**src/rtl/rst_seq_pkg.sv**
```systemverilog
package rst_seq_pkg;

  typedef enum logic [1:0] {
    OSC_LOWPWR = 2'b00,
    OSC_XTAL   = 2'b01,
    OSC_IRC    = 2'b10,
    OSC_ERC    = 2'b11
  } osc_sel_e;

  // RC modes allow the short hold-off after the first power-on.
  function automatic logic osc_is_rc(osc_sel_e m);
    return (m == OSC_IRC) || (m == OSC_ERC);
  endfunction

endpackage

```
**src/rtl/rsq_drt_timer.sv**
```systemverilog
module rsq_drt_timer #(
  parameter int LONG_TICKS  = 576,
  parameter int SHORT_TICKS = 10
) (
  input  logic clk,
  input  logic rst_n,
  input  logic tick,
  input  logic mclr,
  input  logic restart,
  input  logic rc_osc,
  output logic busy
);
  localparam int CW = (LONG_TICKS > 1) ? $clog2(LONG_TICKS) : 1;
  localparam logic [CW-1:0] LONG_LAST  = CW'(LONG_TICKS - 1);
  localparam logic [CW-1:0] SHORT_LAST = CW'(SHORT_TICKS - 1);

  logic [CW-1:0] cnt;
  logic [CW-1:0] last;
  logic          first_pend;   // no hold-off completed since power-on

  always_comb last = (first_pend || !rc_osc) ? LONG_LAST : SHORT_LAST;

  always_ff @(posedge clk or negedge rst_n) begin
    if (!rst_n) begin
      busy       <= 1'b1;
      cnt        <= '0;
      first_pend <= 1'b1;
    end else if (!mclr || restart) begin
      busy <= 1'b1;
      cnt  <= '0;
    end else if (busy && tick) begin
      if (cnt == last) begin
        busy       <= 1'b0;
        cnt        <= '0;
        first_pend <= 1'b0;
      end else begin
        cnt <= cnt + 1'b1;
      end
    end
  end
endmodule

```
**src/rtl/rsq_wdt_counter.sv**
```systemverilog
module rsq_wdt_counter #(
  parameter int PERIOD = 1152
) (
  input  logic clk,
  input  logic rst_n,
  input  logic tick,
  input  logic enable,
  input  logic hold,
  input  logic clear,
  output logic expire
);
  localparam int WW = (PERIOD > 1) ? $clog2(PERIOD) : 1;
  localparam logic [WW-1:0] LAST = WW'(PERIOD - 1);

  logic [WW-1:0] cnt;
  logic          idle;

  always_comb idle = hold || !enable || clear;
  always_comb expire = tick && !idle && (cnt == LAST);

  always_ff @(posedge clk or negedge rst_n) begin
    if (!rst_n)          cnt <= '0;
    else if (idle)       cnt <= '0;
    else if (tick) begin
      if (cnt == LAST)   cnt <= '0;
      else               cnt <= cnt + 1'b1;
    end
  end
endmodule

```
**src/rtl/rsq_status.sv**
```systemverilog
module rsq_status (
  input  logic clk,
  input  logic rst_n,
  input  logic tick,
  input  logic expire,
  input  logic clear,
  input  logic sleep,
  output logic to_flag,
  output logic wake_event
);
  always_ff @(posedge clk or negedge rst_n) begin
    if (!rst_n)       to_flag <= 1'b1;
    else if (clear)   to_flag <= 1'b1;
    else if (expire)  to_flag <= 1'b0;
  end

  always_ff @(posedge clk or negedge rst_n) begin
    if (!rst_n)                 wake_event <= 1'b0;
    else if (expire && sleep)   wake_event <= 1'b1;
    else if (tick)              wake_event <= 1'b0;
  end
endmodule

```
**src/rtl/rst_seq_wdt.sv**
```systemverilog
module rst_seq_wdt
  import rst_seq_pkg::*;
#(
  parameter int LONG_TICKS  = 576,
  parameter int SHORT_TICKS = 10,
  parameter int WDT_TICKS   = 1152
) (
  input  logic       clk,
  input  logic       por_n,
  input  logic       mclr,
  input  logic       tick,
  input  logic       sleep,
  input  logic       wdt_clear,
  input  logic [1:0] osc_mode,
  input  logic       wdt_en,
  output logic       internal_reset,
  output logic       to_flag,
  output logic       wake_event
);
  osc_sel_e osc;
  logic     rc_osc;
  logic     hold_busy;
  logic     wdt_expire;

  always_comb osc    = osc_sel_e'(osc_mode);
  always_comb rc_osc = osc_is_rc(osc);
  always_comb internal_reset = hold_busy || !mclr;

  rsq_drt_timer #(
    .LONG_TICKS (LONG_TICKS),
    .SHORT_TICKS(SHORT_TICKS)
  ) u_drt (
    .clk    (clk),
    .rst_n  (por_n),
    .tick   (tick),
    .mclr   (mclr),
    .restart(wdt_expire),
    .rc_osc (rc_osc),
    .busy   (hold_busy)
  );

  rsq_wdt_counter #(
    .PERIOD(WDT_TICKS)
  ) u_wdt (
    .clk   (clk),
    .rst_n (por_n),
    .tick  (tick),
    .enable(wdt_en),
    .hold  (internal_reset),
    .clear (wdt_clear),
    .expire(wdt_expire)
  );

  rsq_status u_stat (
    .clk       (clk),
    .rst_n     (por_n),
    .tick      (tick),
    .expire    (wdt_expire),
    .clear     (wdt_clear),
    .sleep     (sleep),
    .to_flag   (to_flag),
    .wake_event(wake_event)
  );
endmodule

```
**config.mk**
```make
export PLATFORM = sky130hd
export DESIGN_NAME = rst_seq_wdt
export DESIGN_NICKNAME = d
export VERILOG_FILES = /design/src/rtl/rst_seq_pkg.sv /design/src/rtl/rsq_drt_timer.sv /design/src/rtl/rsq_wdt_counter.sv /design/src/rtl/rsq_status.sv /design/src/rtl/rst_seq_wdt.sv
export SDC_FILE = /design/constraint.sdc
export NUM_CORES = 1
export LEC_CHECK = 0
export BUFFER_PORTS_ARGS = -buffer_cell sky130_fd_sc_hd__buf_2
export CAP_MARGIN = 20
export CORE_ASPECT_RATIO = 0.5
export CORE_MARGIN = 4
export CORE_UTILIZATION = 35
export CTS_CLUSTER_SIZE = 30
export DETAILED_ROUTE_END_ITERATION = 8
export HOLD_SLACK_MARGIN = 0.15
export PLACE_DENSITY = 0.52
export SLEW_MARGIN = 30
export SYNTH_ARGS = -nofsm -noshare
export SYNTH_HDL_FRONTEND = slang
export SYNTH_SLANG_ARGS = --single-unit
```
**constraint.sdc**
```tcl
create_clock -name clk -period 2.65 [get_ports clk]
set_input_delay 0.265 -clock clk [delete_from_list [all_inputs] [get_ports clk]]
set_output_delay 0.265 -clock clk [all_outputs]
set_load 0.03 [all_outputs]
```
==> flow_summary.yaml <==
floorplan:
  row_count: 15
  fp.dieW_um: 95.8
  floorplan.initialDensity_pct: 37.8
  die-area_sq_mm: 0.00497
  ioPinCount: 12
  core_sq_mm: 0.00357
  die_h_um: 51.9
sta:
  clock_skew_ns: 0.0103
  fin_crit_sh_pct: 78.6
  worstMarginPinSlew_ns: 0.588
  slew-limit-headroom_pct: 60.8
  finalSetupTns_ns: 0
  rsz0062_at_grt: "false"
  period_minus_slack_ns: 2.08
  slew_violations: 0
  setup_viol: 0
  fmax_ghz: 0.480
  hold_viol_final: 0
final_layout:
  fin_cells: 208
  antenna_cells: 0
  drive_above_1_share_pct: 20.4
  postLayoutCoreUtil_pct: 42.3
  seq_area_sq_um: 629
  fillCellCount: 352
  final_common_cell: "dfrtp_1"
  final_cell_mix: "dfrtp_1, nor2_1, nand2_1"
  multiInputGateArea_sq_um: 673
  final_nets: 169
  area_delta_synth_final_pct: 12.0
placement:
  gp_congestion: 0.747
  place_hpwl_um: 1900
  dp.cells: 203
  port_buffers: 10
logic_synthesis:
  synth_ff_type: "dfrtp_1"
  synthesis.instances: 144
  ys_warn_count: 0
  synth_mux_area_share_pct: 0
  syn_avg_cell_area_sq_um: 9.36
  synth_fa_ha_area_share_pct: 1.86
  syn_area_sq_mm: 0.00135
  yosysSeqAreaShare_pct: 46.7
  synth_nets: 155
  synth_xor_area_share_pct: 5.85
  synth-async-reset-ratio_pct: 100
  synth_edf_count: 0
  synth_area_leaders: "dfrtp_1, dfstp_2, nand3_1, nor2_1, o21ai_0"
  synth.distinct_cells: 39
  synth-compound-area-share_pct: 14.9
  synth_top_area_cell: "dfrtp_1"
  synth_top_cell_area_share_pct: 40.9
  yosys_register_bits: 25
  synth_top_family_by_area: "simple AND/OR/NAND/NOR gates"
  synthSimpleGateAreaFrac_pct: 27.4
global_route:
  antenna_found_initial: 0
  grt_pass1_wl_um: 4780
  grt_usage_pct: 12.6
  overflow: 0
  grt_max_degree: 26
  grt_pass1_vias: 988
run:
  maxCapViolations: 0
worst_hold_path:
  hold_end: "u_drt.busy"
  hp-start: "mclr"
  hold_path.class: "input port to register"
  hold_depth: 2
routing:
  routed_wl_um: 2790
  wl_per_cell_um: 13.4
  ant_nets: 0
  drcViolationCount: 0
  vias_per_cell: 5.12
  dr_total_vias: 1065
  dr.first_iter.drc_count: 27
  dr.pass1.iters: 5
worst_setup_path:
  timing.rr.end: "u_drt.first_pend"
  cp.arrival_ns: 2.31
  crit_path_end_kind: "register"
  cp.required_ns: 2.88
  r2r_cells: 4
  r2r_slack_ns: 0.57
  startpoint_type: "register"
  worstPathMaxFanout: 11
  critPathKind: "register to register"
  r2r-start: "u_wdt.cnt[7]"
clocking:
  clk_latency_ns: 0.28
  cts.htree.levels: 1
  post_cts_buffers: 0
  cts_tree: "yes"
  clk_pin_slew_worst_paths_ns: 0.10
  clock-sinks: 25
  cts-root-buf: "clkbuf_8"
  clk_path_buf_depth: 2
  cts_made_buffers: 3
power:
  irDropWorstVdd_v: 0.000224
  p_leak_nw: 0.578
  p_per_area_mw_per_mm2: 441
outcome:
  status: "finished, final reports clean"
==> area by class of cell <==
class / count / share of cell area, %
clock buffers: 3 / 2.74
clock inverters: 1 / 0.498
inverters: 5 / 1.24
multi-input cells: 110 / 44.6
flip-flops and latches: 25 / 41.7
well taps: 51 / 4.23
repair buffers: 13 / 4.98
==> how the worst max path moves through the flow <==
stage,from,endpoint,depth (start not counted)
final,u_wdt.cnt[7],u_drt.first_pend,4
after global routing,u_wdt.cnt[7],u_drt.first_pend,4
after CTS,u_wdt.cnt[7],u_drt.first_pend,4
after detailed placement,u_wdt.cnt[7],u_drt.first_pend,4
after global placement,u_wdt.cnt[7],u_drt.first_pend,4
after floorplan,u_drt.busy,u_drt.cnt[4],6
==> repair_timing <==
action                                 in CTS  in global routing
gates resized for setup                     0                  0
hold buffers                                1                  0
endpoints found under the hold margin      22                  0
==> cells in the mapped netlist (all sizes together), types with 2 or more instances <==
cell    number
a211oi       2
a21oi        8
buf          2
clkbuf       2
dfrtp       22
dfstp        3
ha           2
inv          5
nand2       14
nand2b       3
nand3       12
nand4        5
nor2        17
nor2b        2
nor3         8
o21ai       10
o31ai        2
or3b         2
xnor2        4
xor2         5
==> cells by family after synthesis <==
| kind of cell | after synthesis |
|---|---|
| AO/OA/AOI/OAI | 29 |
| flip-flops | 25 |
| adder cells (fa/ha/maj) | 2 |
| AND/OR/NAND/NOR | 70 |
| buffers and inverters | 9 |
| XOR/XNOR | 9 |
==> power by group <==
group          total [mW]  internal [mW]  switching, mW
Sequential          0.390          0.385        0.00487
Clock               0.239          0.107          0.133
Combinational      0.0364         0.0122         0.0242
==> state kept, by name, indices dropped and copies added (netlist names) <==
register and cells:
u_stat.to_flag 1, u_drt.cnt 10, u_wdt.cnt 11, u_stat.wake_event 1, u_drt.busy 1, u_drt.first_pend 1
==> worst max-delay path, stage by stage (launching register included) <==
cell     delay [ns]
dfrtp_1        0.46
or4b_1         0.57
or4_4          0.57
nand2_2        0.25
o31a_2         0.19
==> through the flow <==
| step | total power [mW] | hold WS, ns | area, sq um | setup WS [ns] |
|---|---|---|---|---|
| 2_1_floorplan | 0.417 | -0.0306 | 1350 | 0.591 |
| 5_1_grt | 0.701 | 0.189 | 1510 | 0.492 |
| 6_report | 0.666 | 0.183 | 1510 | 0.566 |
| 3_5_place_dp | 0.433 | 0.311 | 1450 | 0.567 |
| 4_1_cts | 0.679 | 0.176 | 1510 | 0.556 |
| 3_3_place_gp | 0.433 | 0.299 | 1450 | 0.575 |
==> routing by layer <==
metal | GRT usage [%] | part of all wire [%]
met3 | 3.47 | 2.4
met5 | 0 | 0
met2 | 19.4 | 46
met4 | 2.12 | 0.64
met1 | 17.9 | 50
Power figures use the tool's default switching activity.
